File: src/rtl/io_flag_unit.sv
module io_flag_unit #(
  parameter int DW = 8
) (
  input  logic          clk,
  input  logic          rst_n,
  input  logic          io_exec,
  input  logic [5:0]    io_bits,
  input  logic [DW-1:0] acc_lo,
  input  logic          rx_strobe,
  input  logic [DW-1:0] rx_byte,
  input  logic          tx_taken,
  input  logic          intr_entry_done,
  output logic [DW-1:0] rx_data_o,
  output logic          rx_take_o,
  output logic [DW-1:0] tx_data_o,
  output logic          rx_full_o,
  output logic          tx_ready_o,
  output logic          int_en_o,
  output logic          skip_req,
  output logic          intr_req,
  output logic          seq_clear
);

  logic do_inp, do_out, do_ski, do_sko, do_ion, do_iof;

  assign do_inp = io_exec & io_bits[5];
  assign do_out = io_exec & io_bits[4];
  assign do_ski = io_exec & io_bits[3];
  assign do_sko = io_exec & io_bits[2];
  assign do_ion = io_exec & io_bits[1];
  assign do_iof = io_exec & io_bits[0];

  assign rx_take_o = do_inp;
  assign seq_clear = io_exec;
  assign skip_req  = (do_ski & rx_full_o) | (do_sko & tx_ready_o);
  assign intr_req  = int_en_o & (rx_full_o | tx_ready_o);

  always_ff @(posedge clk) begin
    if (!rst_n) begin
      rx_data_o  <= '0;
      rx_full_o  <= 1'b0;
    end else if (rx_strobe) begin
      rx_data_o  <= rx_byte;
      rx_full_o  <= 1'b1;
    end else if (do_inp) begin
      rx_full_o  <= 1'b0;
    end
  end

  always_ff @(posedge clk) begin
    if (!rst_n) begin
      tx_data_o  <= '0;
      tx_ready_o <= 1'b1;
    end else if (do_out) begin
      tx_data_o  <= acc_lo;
      tx_ready_o <= 1'b0;
    end else if (tx_taken) begin
      tx_ready_o <= 1'b1;
    end
  end

  always_ff @(posedge clk) begin
    if (!rst_n)                         int_en_o <= 1'b0;
    else if (intr_entry_done || do_iof) int_en_o <= 1'b0;
    else if (do_ion)                    int_en_o <= 1'b1;
  end

  AST_RX_LOAD: assert property (@(posedge clk) disable iff (!rst_n)
    rx_strobe |=> rx_full_o && rx_data_o == $past(rx_byte));
  AST_INP_CLEAR: assert property (@(posedge clk) disable iff (!rst_n)
    (io_exec && io_bits[5] && !rx_strobe) |=> !rx_full_o);
  AST_OUT_LOAD: assert property (@(posedge clk) disable iff (!rst_n)
    (io_exec && io_bits[4]) |=> !tx_ready_o && tx_data_o == $past(acc_lo));
  AST_TX_READY: assert property (@(posedge clk) disable iff (!rst_n)
    (tx_taken && !(io_exec && io_bits[4])) |=> tx_ready_o);
  AST_ION_SET: assert property (@(posedge clk) disable iff (!rst_n)
    (io_exec && io_bits[1] && !io_bits[0] && !intr_entry_done) |=> int_en_o);
  AST_ENTRY_OFF: assert property (@(posedge clk) disable iff (!rst_n)
    intr_entry_done |=> !int_en_o);
  AST_IDLE_HOLD: assert property (@(posedge clk) disable iff (!rst_n)
    (!io_exec && !intr_entry_done) |=> $stable(int_en_o));

endmodule

File: config.mk
export PLATFORM = sky130hd
export DESIGN_NAME = io_flag_unit
export DESIGN_NICKNAME = d
export VERILOG_FILES = /design/src/rtl/io_flag_unit.sv
export SDC_FILE = /design/constraint.sdc
export NUM_CORES = 1
export LEC_CHECK = 0
export BUFFER_PORTS_ARGS = -buffer_cell sky130_fd_sc_hd__buf_4
export CORE_UTILIZATION = 40
export DETAILED_ROUTE_END_ITERATION = 10
export HOLD_SLACK_MARGIN = 0.1
export PLACE_DENSITY_LB_ADDON = 0.2
export SYNTH_ARGS = -nofsm -noshare
export SYNTH_HDL_FRONTEND = slang
export SYNTH_SLANG_ARGS = --single-unit
File: constraint.sdc
create_clock -name clk -period 0.8 [get_ports clk]
set_input_delay 0.04 -clock clk [delete_from_list [all_inputs] [get_ports clk]]
set_output_delay 0.04 -clock clk [all_outputs]
set_load 0.02 [all_outputs]
==> results of run 1 <==
cell usage after synthesis (all sizes together):
cell type / n / share of area [%]
a2111oi: 1 / 1.9
a21oi: 1 / 0.64
a22oi: 1 / 0.96
and2: 2 / 1.9
buf: 7 / 7.3
dfxtp: 19 / 49
inv: 1 / 0.48
mux2i: 8 / 10
nand2: 10 / 4.8
nand4: 8 / 6.4
nor2: 9 / 4.3
nor2b: 1 / 0.80
o21a: 1 / 0.96
o21ai: 10 / 11
worst max-delay path, stage by stage (launching register included):
cell and delay, ns:
dfxtp_2 0.38, a22oi_2 0.08, nor2b_2 0.13, buf_6 0.13
state kept, by name, indices dropped and copies added, names as in the netlist:
register and count:
tx_data_o 8, int_en_o 1, rx_data_o 8, rx_full_o 1
tx_ready_o 1
layout make-up:
cell class	count	area [um^2]	area share (%)
Timing Repair Buffer	82	761	48.1
Multi-Input combinational cell	52	352	22.2
Clock buffer	3	22.5	1.42
Inverter	1	3.75	0.237
Sequential cell	19	407	25.7
Clock inverter	1	5.00	0.316
Tap cell	25	31.3	1.98
worst max-delay path by stage:
stage               depth (start not counted)  endpoint       start  slack [ns]
floorplan                                   2  int_en_o    int_en_o       0.009
global placement                            3  skip_req  tx_ready_o        0.06
detailed placement                          3  skip_req  tx_ready_o        0.04
CTS                                         3  skip_req  tx_ready_o       -0.24
global route                                4  int_en_o       rst_n       -0.29
finish                                      3  skip_req  tx_ready_o       -0.26
power by group:
group | internal (uW) | switching (uW) | leakage [uW]
Combinational | 354 | 271 | 0.000540
Sequential | 1010 | 42.5 | 0.000163
Clock | 186 | 312 | 0.0000177
Total | 1550 | 625 | 0.000721
cells by family after synthesis:
logic type	count (synthesis)	synth area share, %
compound gates	14	15.2
flops	19	48.6
buf+inv	8	7.83
simple gates	30	18.2
mux	8	10.2
layer usage:
metal  vias to the layer above  global-route usage, %
met5                         -                      0
li1                        431                      -
met4                         0                   10.6
met1                       443                   22.8
met3                        12                   5.49
met2                        56                   43.4
repair_timing:
item / 4_1_cts / 5_1_grt
setup buffers: 2 / 3
gates resized for setup: 39 / 3
pin swaps: 0 / 2
hold buffers: 19 / 8
endpoints found under the hold margin: 19 / 8
endpoints found under the setup margin: 21 / 31
per-stage QoR:
stage	cell area (um^2)	hold slack, ns
after floorplan	788	0.120
after global placement	1150	0.214
after detailed placement	1150	0.217
after CTS	1490	-0.109
after global routing	1580	-0.0965
final	1580	-0.0831
==> impl_metrics.env, run 1 <==
export IMPL_status="finished, violations left"
export IMPL_failed_checks="hold timing, setup timing"
export IMPL_grt_pass1_vias=828
export IMPL_rsz0062_at_grt="yes"
export IMPL_die_h_um=46.3
export IMPL_timing_final_ws_setup_ns=-0.259
export IMPL_final_min_clock_period_ns=1.06
export IMPL_path_clk_slew_ns=0.12
export IMPL_leakagePower_uw=0.000721
export IMPL_fin_skew_ns=0
export IMPL_fin_cells=183
export IMPL_synth_nets=107
export IMPL_drt_total_wl_mm=3.07
export IMPL_hp_start="intr_entry_done"
export IMPL_crit_path_max_fanout=3
export IMPL_ir_worst_vdd_mv=1.42
export IMPL_dp_cells=149
export IMPL_wl_met1_mm=1.15
export IMPL_wl_met3_um=208
export IMPL_whs_path_depth=2
export IMPL_drv_slew=0
export IMPL_core_area_um2=1780
export IMPL_finish_utilization_pct=88.7
export IMPL_via_count=942
export IMPL_drc_errors=0
export IMPL_die_area_um2=2140
export IMPL_worstSkewPairLatency_ns=0.29
export IMPL_fmax_mhz=945
export IMPL_antennaDiodeCount=0
export IMPL_top_layer_used="met4"
export IMPL_via_per_inst=5.15
export IMPL_holdPathEnd="int_en_o"
export IMPL_dr_wl_met2_mm=1.59
export IMPL_final_setup_viol_count=30
export IMPL_placementRows=15
export IMPL_finalSetupTns_ns=-2.02
export IMPL_required_ns=0.76
export IMPL_drive_gt1_share_pct=60.1
export IMPL_tightest_slew_ns=0.306
export IMPL_cp_arrival_ns=1.02
export IMPL_cts_tree="built"
export IMPL_r2r_end="int_en_o"
export IMPL_cts_root_buf="clkbuf_4"
export IMPL_cts_buffers=3
export IMPL_cts_sinks=19
export IMPL_cts_path_max_buffers=2
export IMPL_syn_inst=79
export IMPL_hp_class="in2reg"
export IMPL_fin_hold_ws_ns=-0.0831
export IMPL_syn_area_per_cell_um2=9.91
export IMPL_die_x_um=46.3
export IMPL_gp_congestion=0.639
export IMPL_reg2reg_from="int_en_o"
export IMPL_end_kind="output pin"
export IMPL_grt_pass1_wl_mm=3.43
export IMPL_final_common_cell="buf_4"
export IMPL_antenna_found_initial=0
export IMPL_postRouteAntennaNets=0
export IMPL_total_power_uw=2170
export IMPL_grt_ovfl_total=0
export IMPL_layout_common_cells="35 x buf_4, 25 x dlygate4sd3_1, 22 x buf_6"
export IMPL_maxCapViolCount=0
export IMPL_htree_levels=1
export IMPL_ios=51
export IMPL_wire_per_inst_um=16.8
export IMPL_nets=187
export IMPL_maxSlewHeadroom_pct=79.6
export IMPL_yosysWarningCount=0
export IMPL_regToRegSetupSlack_ns=-0.09
export IMPL_worstSetupStartpointType="register"
export IMPL_critical_path_class="reg2out"
export IMPL_drtPass1Iterations=4
export IMPL_synth_area_um2=783
export IMPL_timing_final_hold_violations=1
export IMPL_yosys_register_bits=19
export IMPL_initial_utilization_pct=43.9
export IMPL_n_fill_cell=70
export IMPL_yosysSeqAreaShare_pct=48.6
export IMPL_port_buffers=50
export IMPL_hpwlAfterDp_mm=1.41
export IMPL_period_share_pct=132
export IMPL_grt_usage_pct=22.8
export IMPL_power_density_nw_per_um2=1370
export IMPL_grt_max_degree=15
export IMPL_drtIter0Drc=25
export IMPL_area_growth_pct=102
export IMPL_r2r_cells=3
export IMPL_place_ws_ns=0.0400
export IMPL_synth_distinct_cells=18
(Power assumes the default switching activity.)
==> run 2, diff against run 1 <==
--- a/config.mk
+++ b/config.mk
@@ -9,7 +9,7 @@
 export CORE_UTILIZATION = 40
 export DETAILED_ROUTE_END_ITERATION = 10
 export HOLD_SLACK_MARGIN = 0.1
-export PLACE_DENSITY_LB_ADDON = 0.2
+export PLACE_DENSITY_LB_ADDON = 0.1
 export SYNTH_ARGS = -nofsm -noshare
 export SYNTH_HDL_FRONTEND = slang
 export SYNTH_SLANG_ARGS = --single-unit
==> run 2 against run 1 <==
- the run still ends with hold timing, setup timing left
- critical path depth is the same
- largest cell class unchanged
- fmax grew 2.2%
- highest routed layer unchanged
- utilization shrank 5.9 points
- sequential share of layout area grew 1.7 points
- global-route usage grew 0.45 points
- sequential cell count is the same
- non-clock buffer count shrank 10
- cell count shrank 5.5%
==> impl_metrics.env, run 2 (same netlist as run 1, synthesis figures left out) <==
export IMPL_status="finished, violations left"
export IMPL_failed_checks="hold timing, setup timing"
export IMPL_leakagePower_uw=0.000675
export IMPL_timing_final_hold_violations=1
export IMPL_crit_chain="a22oi_2 > nor2b_2 > buf_6"
export IMPL_die_area_um2=2140
export IMPL_layout_common_cells="34 x buf_4, 20 x buf_6, 19 x dfxtp_2"
export IMPL_via_per_inst=4.84
export IMPL_period_share_pct=130
export IMPL_port_buffers=50
export IMPL_grt_pass1_wl_mm=3.46
export IMPL_use_met3_pct=4.71
export IMPL_gp_congestion=0.694
export IMPL_required_ns=0.76
export IMPL_fmax_mhz=965
export IMPL_grt_max_degree=21
export IMPL_finalSetupTns_ns=-0.916
export IMPL_crit_path_max_fanout=4
export IMPL_worstSkewPairLatency_ns=0.29
export IMPL_core_area_um2=1780
export IMPL_grt_pass1_vias=841
export IMPL_placementRows=15
export IMPL_use_met2_pct=49.0
export IMPL_antenna_found_initial=0
export IMPL_total_power_uw=2080
export IMPL_final_min_clock_period_ns=1.04
export IMPL_die_h_um=46.3
export IMPL_rsz0062_at_grt="yes"
export IMPL_worstSetupStartpointType="register"
export IMPL_fin_skew_ns=0
export IMPL_maxSlewHeadroom_pct=81.0
export IMPL_max_stage_delay_ns=0.35
export IMPL_drive_gt1_share_pct=61.5
export IMPL_place_ws_ns=0.0266
export IMPL_end_kind="output pin"
export IMPL_final_setup_viol_count=16
export IMPL_maxCapViolCount=0
export IMPL_whs_path_depth=2
export IMPL_cts_sinks=19
export IMPL_power_density_nw_per_um2=1410
export IMPL_ir_worst_vdd_mv=1.18
export IMPL_fin_hold_ws_ns=-0.101
export IMPL_tightest_slew_ns=0.285
export IMPL_timing_final_ws_setup_ns=-0.236
export IMPL_wire_per_inst_um=13.1
export IMPL_busiest_layer="met2"
export IMPL_use_met1_pct=20.5
export IMPL_grt_ovfl_total=0
export IMPL_area_growth_pct=88.5
export IMPL_drc_errors=0
export IMPL_final_common_cell="buf_4"
export IMPL_postLayoutCellArea_um2=1480
export IMPL_drt_total_wl_mm=2.26
export IMPL_nets=177
export IMPL_critical_path_class="reg2out"
export IMPL_htree_levels=1
export IMPL_slowest_stage="dfxtp_2"
export IMPL_placed_cell_area_um2=1140
export IMPL_postRouteAntennaNets=0
export IMPL_cts_buffers=3
export IMPL_r2r_cells=3
export IMPL_ios=51
export IMPL_antennaDiodeCount=0
export IMPL_cts_tree="built"
export IMPL_via_count=837
export IMPL_grt_usage_pct=23.3
export IMPL_hpwlAfterDp_mm=1.35
export IMPL_cts_root_buf="clkbuf_4"
export IMPL_die_x_um=46.3
export IMPL_drtPass1Iterations=6
export IMPL_reg_top3="rx_data_o: 8 flops, tx_data_o: 8 flops"
export IMPL_cts_path_max_buffers=2
export IMPL_path_clk_slew_ns=0.11
export IMPL_finish_utilization_pct=82.8
export IMPL_initial_utilization_pct=43.9
export IMPL_cp_arrival_ns=1.00
export IMPL_drv_slew=0
export IMPL_drtIter0Drc=5
export IMPL_hp_class="in2reg"
## run 2: changes by cell type in the layout (fill, tap and decap cells not counted), sizes merged
| cell | before | now |
|---|---|---|
| buf | 57 | 54 |
| dlygate4sd3 | 25 | 18 |
## run 2: final cells by class
cell class / instances / area, um^2
clock buffers: 3 / 22.5
clock inverters: 1 / 5.00
fillers: 103 / 307
inverters: 1 / 3.75
multi-input cells: 52 / 349
flip-flops and latches: 19 / 404
well taps: 25 / 31.3
repair buffers: 72 / 661
## run 2: per-layer routing
layer	part of all wire, %	wire (um)
met1	37	843
met2	58	1310
met3	3.9	89
met4	0.93	21
met5	0	0
## run 2: path summary, 6_finish.rpt
| kind | startpoint | endpoint | slack [ns] |
|---|---|---|---|
| setup / recovery | tx_ready_o | skip_req | -0.24 |
| hold / removal | intr_entry_done | int_en_o | -0.10 |
| setup reg to reg | rx_data_o[0] | rx_data_o[0] | 0.08 |
| hold reg to reg | tx_data_o[7] | tx_data_o[7] | 0.48 |
## run 2: through the flow
| stage | hold WS (ns) | std cells |
|---|---|---|
| global placement | 0.212 | 148 |
| floorplan | 0.120 | 79 |
| finish | -0.101 | 173 |
| CTS | -0.107 | 169 |
| global route | -0.122 | 173 |
| detailed placement | 0.218 | 148 |
## run 2: repair_timing
item                       CTS  global route
setup endpoints to repair   21            21
hold endpoints to repair    19            11
resized for setup           38             0
hold buffers                17             1
buffers inserted             0             3
## run 2: where the power goes
part           switching [uW]  leakage, uW  internal [uW]
clock network             292    0.0000177            186
logic                     236     0.000494            316
registers                42.4     0.000163           1010
total                     571     0.000675           1510
## run 2: worst max-delay path, delay by kind of cell (launching register included)
family | cells | cell delay, ns
buffers and inverters | 1 | 0.13
flip-flops | 1 | 0.35
AND/OR/NAND/NOR | 1 | 0.06
AO/OA/AOI/OAI | 1 | 0.17
==> run 3, diff against run 2 <==
--- a/config.mk
+++ b/config.mk
@@ -10,6 +10,7 @@
 export DETAILED_ROUTE_END_ITERATION = 10
 export HOLD_SLACK_MARGIN = 0.1
 export PLACE_DENSITY_LB_ADDON = 0.1
+export SKIP_LAST_GASP = 1
 export SYNTH_ARGS = -nofsm -noshare
 export SYNTH_HDL_FRONTEND = slang
 export SYNTH_SLANG_ARGS = --single-unit
==> run 3 against run 2 <==
- the flow still finishes with violations (hold timing, setup timing)
- clock-buffer cell count unchanged
- design area unchanged
- power increased by 0.24%
- sequential cell count is the same
- combinational power about the same
- register-to-register slack about the same
- hold slack lost 0.0028 ns
- routed wire length increased by 3.7%
- die area unchanged
- worst setup slack worse by 0.017 ns
- critical path depth stayed put
- via count is 0.12% higher
- largest cell class unchanged
==> impl_metrics.env, run 3 (same netlist as run 1, synthesis figures left out) <==
export IMPL_use_met3_pct=5.10
export IMPL_drtIter0Drc=5
export IMPL_ios=51
export IMPL_crit_family="flip-flops"
export IMPL_cts_path_max_buffers=2
export IMPL_grt_pass1_wl_mm=3.44
export IMPL_cts_buffers=3
export IMPL_drv_slew=0
export IMPL_use_met1_pct=20.5
export IMPL_required_ns=0.76
export IMPL_critPathBufInv=1
export IMPL_initial_utilization_pct=43.9
export IMPL_tightest_slew_ns=0.293
export IMPL_drtPass1Iterations=4
export IMPL_worstSkewPairLatency_ns=0.29
export IMPL_total_power_uw=2090
export IMPL_cp_arrival_ns=1.01
export IMPL_gp_congestion=0.694
export IMPL_maxSlewHeadroom_pct=80.4
export IMPL_fin_hold_ws_ns=-0.104
export IMPL_fin_cells=174
export IMPL_dp_cells=148
export IMPL_cts_root_buf="clkbuf_4"
export IMPL_failed_checks="hold timing, setup timing"
export IMPL_internal_power_uw=1510
export IMPL_antenna_found_initial=0
export IMPL_via_count=838
export IMPL_hpwlAfterDp_mm=1.35
export IMPL_antennaDiodeCount=0
export IMPL_period_share_pct=132
export IMPL_htree_levels=1
export IMPL_switchingPower_uw=577
export IMPL_switching_share_pct=27.7
export IMPL_cts_sinks=19
export IMPL_rsz0062_at_grt="yes"
export IMPL_finish_utilization_pct=82.8
export IMPL_grt_usage_pct=23.2
export IMPL_crit_path_max_fanout=4
export IMPL_fin_skew_ns=0
export IMPL_max_stage_delay_ns=0.35
export IMPL_leakagePower_uw=0.000678
export IMPL_status="finished, violations left"
export IMPL_grt_max_degree=21
export IMPL_p_comb_share_pct=26.4
export IMPL_n_fill_cell=109
export IMPL_crit_chain="a22oi_2 > nor2b_2 > buf_4"
export IMPL_final_min_clock_period_ns=1.05
export IMPL_port_buffers=50
export IMPL_seqPwrFrac_pct=50.4
export IMPL_grt_pass1_vias=825
export IMPL_via_per_inst=4.82
export IMPL_cts_tree="built"
export IMPL_ir_worst_vdd_mv=1.19
export IMPL_drt_total_wl_mm=2.34
export IMPL_core_area_um2=1780
export IMPL_final_common_cell="buf_4"
export IMPL_drc_errors=0
export IMPL_layout_common_cells="37 x buf_4, 19 x dfxtp_2, 18 x dlygate4sd3_1, 18 x buf_6, 10 x nand2_1"
export IMPL_slowest_stage="dfxtp_2"
export IMPL_place_ws_ns=0.0266
export IMPL_grt_ovfl_total=0
export IMPL_postRouteAntennaNets=0
export IMPL_power_density_nw_per_um2=1410
export IMPL_critical_path_class="reg2out"
export IMPL_die_x_um=46.3
export IMPL_fmax_mhz=949
export IMPL_timing_final_ws_setup_ns=-0.253
export IMPL_die_area_um2=2140
export IMPL_final_setup_viol_count=22
export IMPL_wire_per_inst_um=13.5
export IMPL_area_growth_pct=88.5
export IMPL_nets=178
export IMPL_reg_top3="rx_data_o: 8 flops, tx_data_o: 8 flops"
export IMPL_placementRows=15
export IMPL_path_clk_slew_ns=0.11
export IMPL_timing_final_hold_violations=1
export IMPL_use_met2_pct=48.5
export IMPL_clkPwrFrac_pct=23.2
export IMPL_drive_gt1_share_pct=61.7
export IMPL_hp_class="in2reg"
export IMPL_end_kind="output pin"
export IMPL_busiest_layer="met2"
export IMPL_die_h_um=46.3
export IMPL_maxCapViolCount=0
export IMPL_worstSetupStartpointType="register"
## run 3: cell count changes in the layout (fill, tap and decap cells not counted), sizes merged
cell / delta
buf: +1
## run 3: timing repair
item / 4_1_cts / 5_1_grt
buffers inserted: 0 / 4
resized for setup: 36 / 0
setup endpoints to repair: 21 / 21
hold buffers: 17 / 1
cloned: 0 / 0
hold endpoints to repair: 19 / 11
## run 3: final timing paths
path	startpoint	to	slack, ns	cells past startpoint
worst max register to register	rx_data_o[0]	rx_data_o[0]	0.08	3
worst max-delay path	tx_ready_o	skip_req	-0.25	3
worst min-delay path	intr_entry_done	int_en_o	-0.10	2
worst min register to register	tx_data_o[3]	tx_data_o[3]	0.47	2
## run 3: final cells by class
cell class	instances	area (um^2)	area share, %
Clock buffer	3	22.5	1.53
Timing Repair Buffer	73	661	44.7
Clock inverter	1	5.00	0.339
Tap cell	25	31.3	2.12
Inverter	1	3.75	0.254
Sequential cell	19	404	27.4
Multi-Input combinational cell	52	349	23.6
## run 3: power groups by stage
stage / sequential [uW] / clock [uW] / combinational [uW]
3_5_place_dp: 1050 / 0 / 430
3_3_place_gp: 1050 / 0 / 423
4_1_cts: 1050 / 494 / 529
2_1_floorplan: 1110 / 0 / 166
6_report: 1050 / 484 / 552
5_1_grt: 1060 / 551 / 585
## run 3: per-stage QoR
step                instance area [um^2]  setup TNS [ns]
global placement                    1140               0
global route                        1480           -2.00
CTS                                 1440          -0.629
floorplan                            788               0
detailed placement                  1140               0
finish                              1480           -1.07
## run 3: metal layers
layer	wire length, um	vias to the layer above
li1	-	420
met5	0	-
met1	870	383
met4	36	0
met3	100	6
met2	1340	29
